### config.mk
export PLATFORM = sky130hd
export DESIGN_NAME = int_alu
export DESIGN_NICKNAME = d
export VERILOG_FILES = /design/src/rtl/int_alu_pkg.sv /design/src/rtl/alu_bit_cell.sv /design/src/rtl/alu_cell_chain.sv /design/src/rtl/alu_flag_unit.sv /design/src/rtl/int_alu.sv
export SDC_FILE = /design/constraint.sdc
export NUM_CORES = 1
export LEC_CHECK = 0
export ABC_AREA = 0
export BUFFER_PORTS_ARGS = -buffer_cell sky130_fd_sc_hd__buf_2
export CORE_UTILIZATION = 48
export CTS_BUF_LIST = sky130_fd_sc_hd__clkbuf_4 sky130_fd_sc_hd__clkbuf_8 sky130_fd_sc_hd__clkbuf_16
export CTS_CLUSTER_SIZE = 14
export DETAILED_ROUTE_END_ITERATION = 6
export PLACE_DENSITY_LB_ADDON = 0.3
export RECOVER_POWER = 50
export SLEW_MARGIN = 10
export SYNTH_ARGS = -nofsm -noshare
export SYNTH_HDL_FRONTEND = slang
export SYNTH_SLANG_ARGS = --single-unit
### constraint.sdc
create_clock -name clk -period 13.5 [get_ports clk]
set_input_delay 0.675 -clock clk [delete_from_list [all_inputs] [get_ports clk]]
set_output_delay 0.675 -clock clk [all_outputs]
set_load 0.05 [all_outputs]
### src/rtl/int_alu_pkg.sv
package int_alu_pkg;
  // Operation codes: bit 2 inverts b and provides carry-in; bits 1:0 pick the path.
  typedef enum logic [2:0] {
    OP_AND = 3'b000,
    OP_OR  = 3'b001,
    OP_ADD = 3'b010,
    OP_SUB = 3'b110,
    OP_SLT = 3'b111
  } alu_op_e;

  // Path select inside one bit cell.
  typedef enum logic [1:0] {
    PATH_AND  = 2'b00,
    PATH_OR   = 2'b01,
    PATH_SUM  = 2'b10,
    PATH_LESS = 2'b11
  } cell_path_e;
endpackage

### src/rtl/alu_bit_cell.sv
module alu_bit_cell
  import int_alu_pkg::*;
(
  input  logic       a_i,
  input  logic       b_i,
  input  logic       inv_a_i,
  input  logic       inv_b_i,
  input  logic       less_i,
  input  logic       cin_i,
  input  logic [1:0] path_i,
  output logic       res_o,
  output logic       cout_o,
  output logic       sum_o
);
  logic a_eff, b_eff;

  always_comb begin
    a_eff  = a_i ^ inv_a_i;
    b_eff  = b_i ^ inv_b_i;
    sum_o  = a_eff ^ b_eff ^ cin_i;
    cout_o = (a_eff & b_eff) | (a_eff & cin_i) | (b_eff & cin_i);
    unique case (cell_path_e'(path_i))
      PATH_AND:  res_o = a_eff & b_eff;
      PATH_OR:   res_o = a_eff | b_eff;
      PATH_SUM:  res_o = sum_o;
      PATH_LESS: res_o = less_i;
      default:   res_o = 1'b0;
    endcase
  end
endmodule

### src/rtl/alu_cell_chain.sv
module alu_cell_chain #(
  parameter int W = 32
) (
  input  logic [W-1:0] a_i,
  input  logic [W-1:0] b_i,
  input  logic [2:0]   op_i,
  output logic [W-1:0] res_o,
  output logic         cin_msb_o,
  output logic         cout_msb_o
);
  localparam int MSB = W - 1;

  logic inv_b;
  logic set_bit;
  logic [1:0] path;

  assign inv_b = op_i[2];
  assign path  = op_i[1:0];

  for (genvar i = 0; i < W; i++) begin : g_cell
    logic c_in, c_out, r_bit, s_bit, lt_in;

    if (i == 0) begin : g_first
      assign c_in  = inv_b;
      assign lt_in = set_bit;
    end else begin : g_rest
      assign c_in  = g_cell[i-1].c_out;
      assign lt_in = 1'b0;
    end

    alu_bit_cell u_cell (
      .a_i     (a_i[i]),
      .b_i     (b_i[i]),
      .inv_a_i (1'b0),
      .inv_b_i (inv_b),
      .less_i  (lt_in),
      .cin_i   (c_in),
      .path_i  (path),
      .res_o   (r_bit),
      .cout_o  (c_out),
      .sum_o   (s_bit)
    );

    assign res_o[i] = r_bit;
  end

  assign cin_msb_o  = g_cell[MSB].c_in;
  assign cout_msb_o = g_cell[MSB].c_out;
  // True sign of a - b: raw sign corrected by the overflow of the subtraction.
  assign set_bit    = g_cell[MSB].s_bit ^ (cin_msb_o ^ cout_msb_o);
endmodule

### src/rtl/alu_flag_unit.sv
module alu_flag_unit #(
  parameter int W = 32
) (
  input  logic [W-1:0] res_i,
  input  logic [2:0]   op_i,
  input  logic         cin_msb_i,
  input  logic         cout_msb_i,
  output logic         zero_o,
  output logic         ovf_o
);
  logic sum_path;

  assign sum_path = (op_i[1:0] == 2'b10);
  assign zero_o   = ~|res_i;
  assign ovf_o    = sum_path & (cin_msb_i ^ cout_msb_i);
endmodule

### src/rtl/int_alu.sv
module int_alu #(
  parameter int W = 32
) (
  input  logic         clk,
  input  logic         rst,
  input  logic [2:0]   op_i,
  input  logic [W-1:0] a_i,
  input  logic [W-1:0] b_i,
  output logic [W-1:0] result_o,
  output logic         zero_o,
  output logic         ovf_o
);
  logic [W-1:0] res_c;
  logic         cin_msb, cout_msb, zero_c, ovf_c;

  alu_cell_chain #(.W(W)) u_chain (
    .a_i        (a_i),
    .b_i        (b_i),
    .op_i       (op_i),
    .res_o      (res_c),
    .cin_msb_o  (cin_msb),
    .cout_msb_o (cout_msb)
  );

  alu_flag_unit #(.W(W)) u_flags (
    .res_i      (res_c),
    .op_i       (op_i),
    .cin_msb_i  (cin_msb),
    .cout_msb_i (cout_msb),
    .zero_o     (zero_c),
    .ovf_o      (ovf_c)
  );

  always_ff @(posedge clk) begin
    if (rst) begin
      result_o <= '0;
      zero_o   <= 1'b1;
      ovf_o    <= 1'b0;
    end else begin
      result_o <= res_c;
      zero_o   <= zero_c;
      ovf_o    <= ovf_c;
    end
  end
endmodule

==> impl_metrics.ini <==
[critical_path]
worstPathRequired_ns = 13.70
max_stage_delay_ns = 0.44
worst-path-max-fanout = 4
critical_path_arrival_ns = 13.32
worst_setup_path_end_kind = flip-flop
slowest_stage = fa_1
startpoint_type = primary input
worstSetupPathType = in -> reg
crit_top_cell = fa_2

[synth]
synth_fp_nets = 524
synth_top_flop_cell = dfxtp_1
post-synth-top-count-cell = inv_1
ys_warn_count = 0
yosysTopAreaCell = ha_1
synth_seq_area_share_pct = 19.0
synth_edf_count = 0
synthTopCellsByArea = ha_1, dfxtp_1, fa_1
syn_area_per_cell_um2 = 9.95
synthTopCellsByCount = inv_1, ha_1, dfxtp_1
synthDistinctLibCells = 29
syn_area_um2 = 3590
synth_cells = 361
synthArstFlopShare_pct = 0
netlist.area_leader.share_pct = 21.6
synth_seq_cells = 34

[grt]
antenna_found_initial = 0
grt_use_met1_pct = 25.9
grt_pass1_wl_um = 12400
gr-usage-met3_pct = 3.36
grt_busiest_layer = met2
grt_usage_pct = 20.8
grt_max_degree = 39
grt_overflow = 0
grt_pass1_vias = 2673
grt.met2_usage_pct = 37.4

[clock_tree]
clk_pin_slew_ns = 0.08
cts_tree = yes
cts_sinks = 34
cts_buffers = 5
clockBufferDepth = 2
cts_htree_levels = 2
cts_hold_buf = 0
clock-root-buffer = clkbuf_8

[sta]
holdWs_ns = 0.722
fin_crit_sh_pct = 97.2
slew_violations = 0
tns_ns = 0
max_freq_mhz = 76.2
worstMarginPinSlew_ns = 0.807
fin_crit_ns = 13.12
relSlewSlack_pct = 46.2
setup_violations = 0
rsz0062_at_grt = false
hold_violations = 0
setup_slack_ns = 0.385

[cells_and_area]
finalInstanceArea_um2 = 4300
seq_area_um2 = 681
final.fill_count = 681
antenna_cells = 0
multi_input_area_um2 = 2600
area_growth_pct = 19.8
instances_no_fill = 562
nets = 625
final_layout_size_suffix_gt1_share_pct = 22.9

[die]
die_y_um = 88.5
rows = 31
core_area_um2 = 7250
initial_core_util_pct = 49.5
boundaryPins = 103
dieArea_um2 = 7830
die_width_um = 88.5

[job]
cap_violations = 0

[placement]
place.gp.congestion = 0.885
port_buffers = 102
dpl.hpwl_um = 6050
pre_cts_slack_ns = -0.514
dp_cells = 554
placed_area_um2 = 4200

[route]
routedWlPerCell_um = 13.9
wirelength_um = 7820
ant_nets = 0
drcViolationCount = 0
drt-pass1-iter-count = 4
vias = 2691
drtIter0Drc = 96
avgViaCountPerCell = 4.79

[min_path]
min_path_type = in -> reg

[outcome]
outcome = finished, final reports clean

[power]
power.density_nw_per_um2 = 88.6
p_leak_nw = 2.23
peakVddDrop_mv = 0.0404
-- timing repair --
item | in CTS | in global routing
gates resized for setup | 6 | 9
pin swaps | 1 | 3
endpoints found under the setup margin | 1 | 3
buffers inserted | 0 | 0
-- per-stage QoR --
step           power (mW)  utilization [%]
6_report            0.381             59.3
5_1_grt             0.412             59.3
4_1_cts             0.385             59.6
3_5_place_dp        0.291             57.9
2_1_floorplan       0.241                -
3_3_place_gp        0.285             57.9
-- kinds of logic (layout without fill, tap and decap cells) --
group | Yosys count | in the layout | synth area share [%]
fa+ha+maj | 94 | 94 | 39.4
buf+inv | 83 | 185 | 9.96
simple gates | 50 | 50 | 7.84
compound gates | 36 | 36 | 7.07
flops | 34 | 34 | 19.0
xor+xnor | 32 | 32 | 7.80
mux | 32 | 32 | 8.92
-- routing by layer --
layer  vias up  wire (um)
li1       1331          -
met2        67       4050
met3         7        319
met4         0         80
met1      1286       3380
met5         -          0
-- area by class of cell --
| type | count | area share [%] |
|---|---|---|
| multi-input cells | 244 | 60.4 |
| inverters | 65 | 5.67 |
| repair buffers | 112 | 12.6 |
| well taps | 99 | 2.88 |
| clock buffers | 8 | 2.56 |
| flip-flops and latches | 34 | 15.8 |
-- worst max-delay path: cells and delay by family --
kind                       cells  cell delay (ns)
muxes                          1             0.16
xor gates and xnor gates       1             0.18
buffers and inverters          3             0.28
and+or+nand+nor                2             0.32
AOI/OAI and AO/OA              2             0.35
adders and majority gates     31            11.34
-- sequential cells by signal, indices dropped and copies added (netlist names) --
name / cells
ovf_o: 1
result_o: 32
zero_o: 1
-- worst paths after layout --
| path | from | end | slack [ns] | cells after the start |
|---|---|---|---|---|
| worst max-delay path | op_i[2] | zero_o | 0.38 | 40 |
| worst min-delay path | rst | result_o[7] | 0.72 | 2 |
-- where the power goes --
part / leakage (nW) / switching (mW) / internal, mW / total [mW]
clock: 0.0575 / 0.0405 / 0.0516 / 0.0922
combinational: 1.89 / 0.111 / 0.0655 / 0.177
sequential: 0.281 / 0.00280 / 0.110 / 0.113
-- cell usage in the layout (no fill, tap or decap), types with 2 or more instances in the layout --
cell type and count:
buf_2 68, inv_1 65, ha_1 62, clkbuf_1 34, dfxtp_1 34, mux2i_1 32, xor2_1 31, o22ai_1 21
and2_1 21, fa_2 19, nor2_1 14, fa_1 13, o22a_1 10, buf_4 10, clkbuf_8 8, nor4_1 4
nor3_1 2, nand4_1 2, and4_1 2
Power figures use the tool's default switching activity.
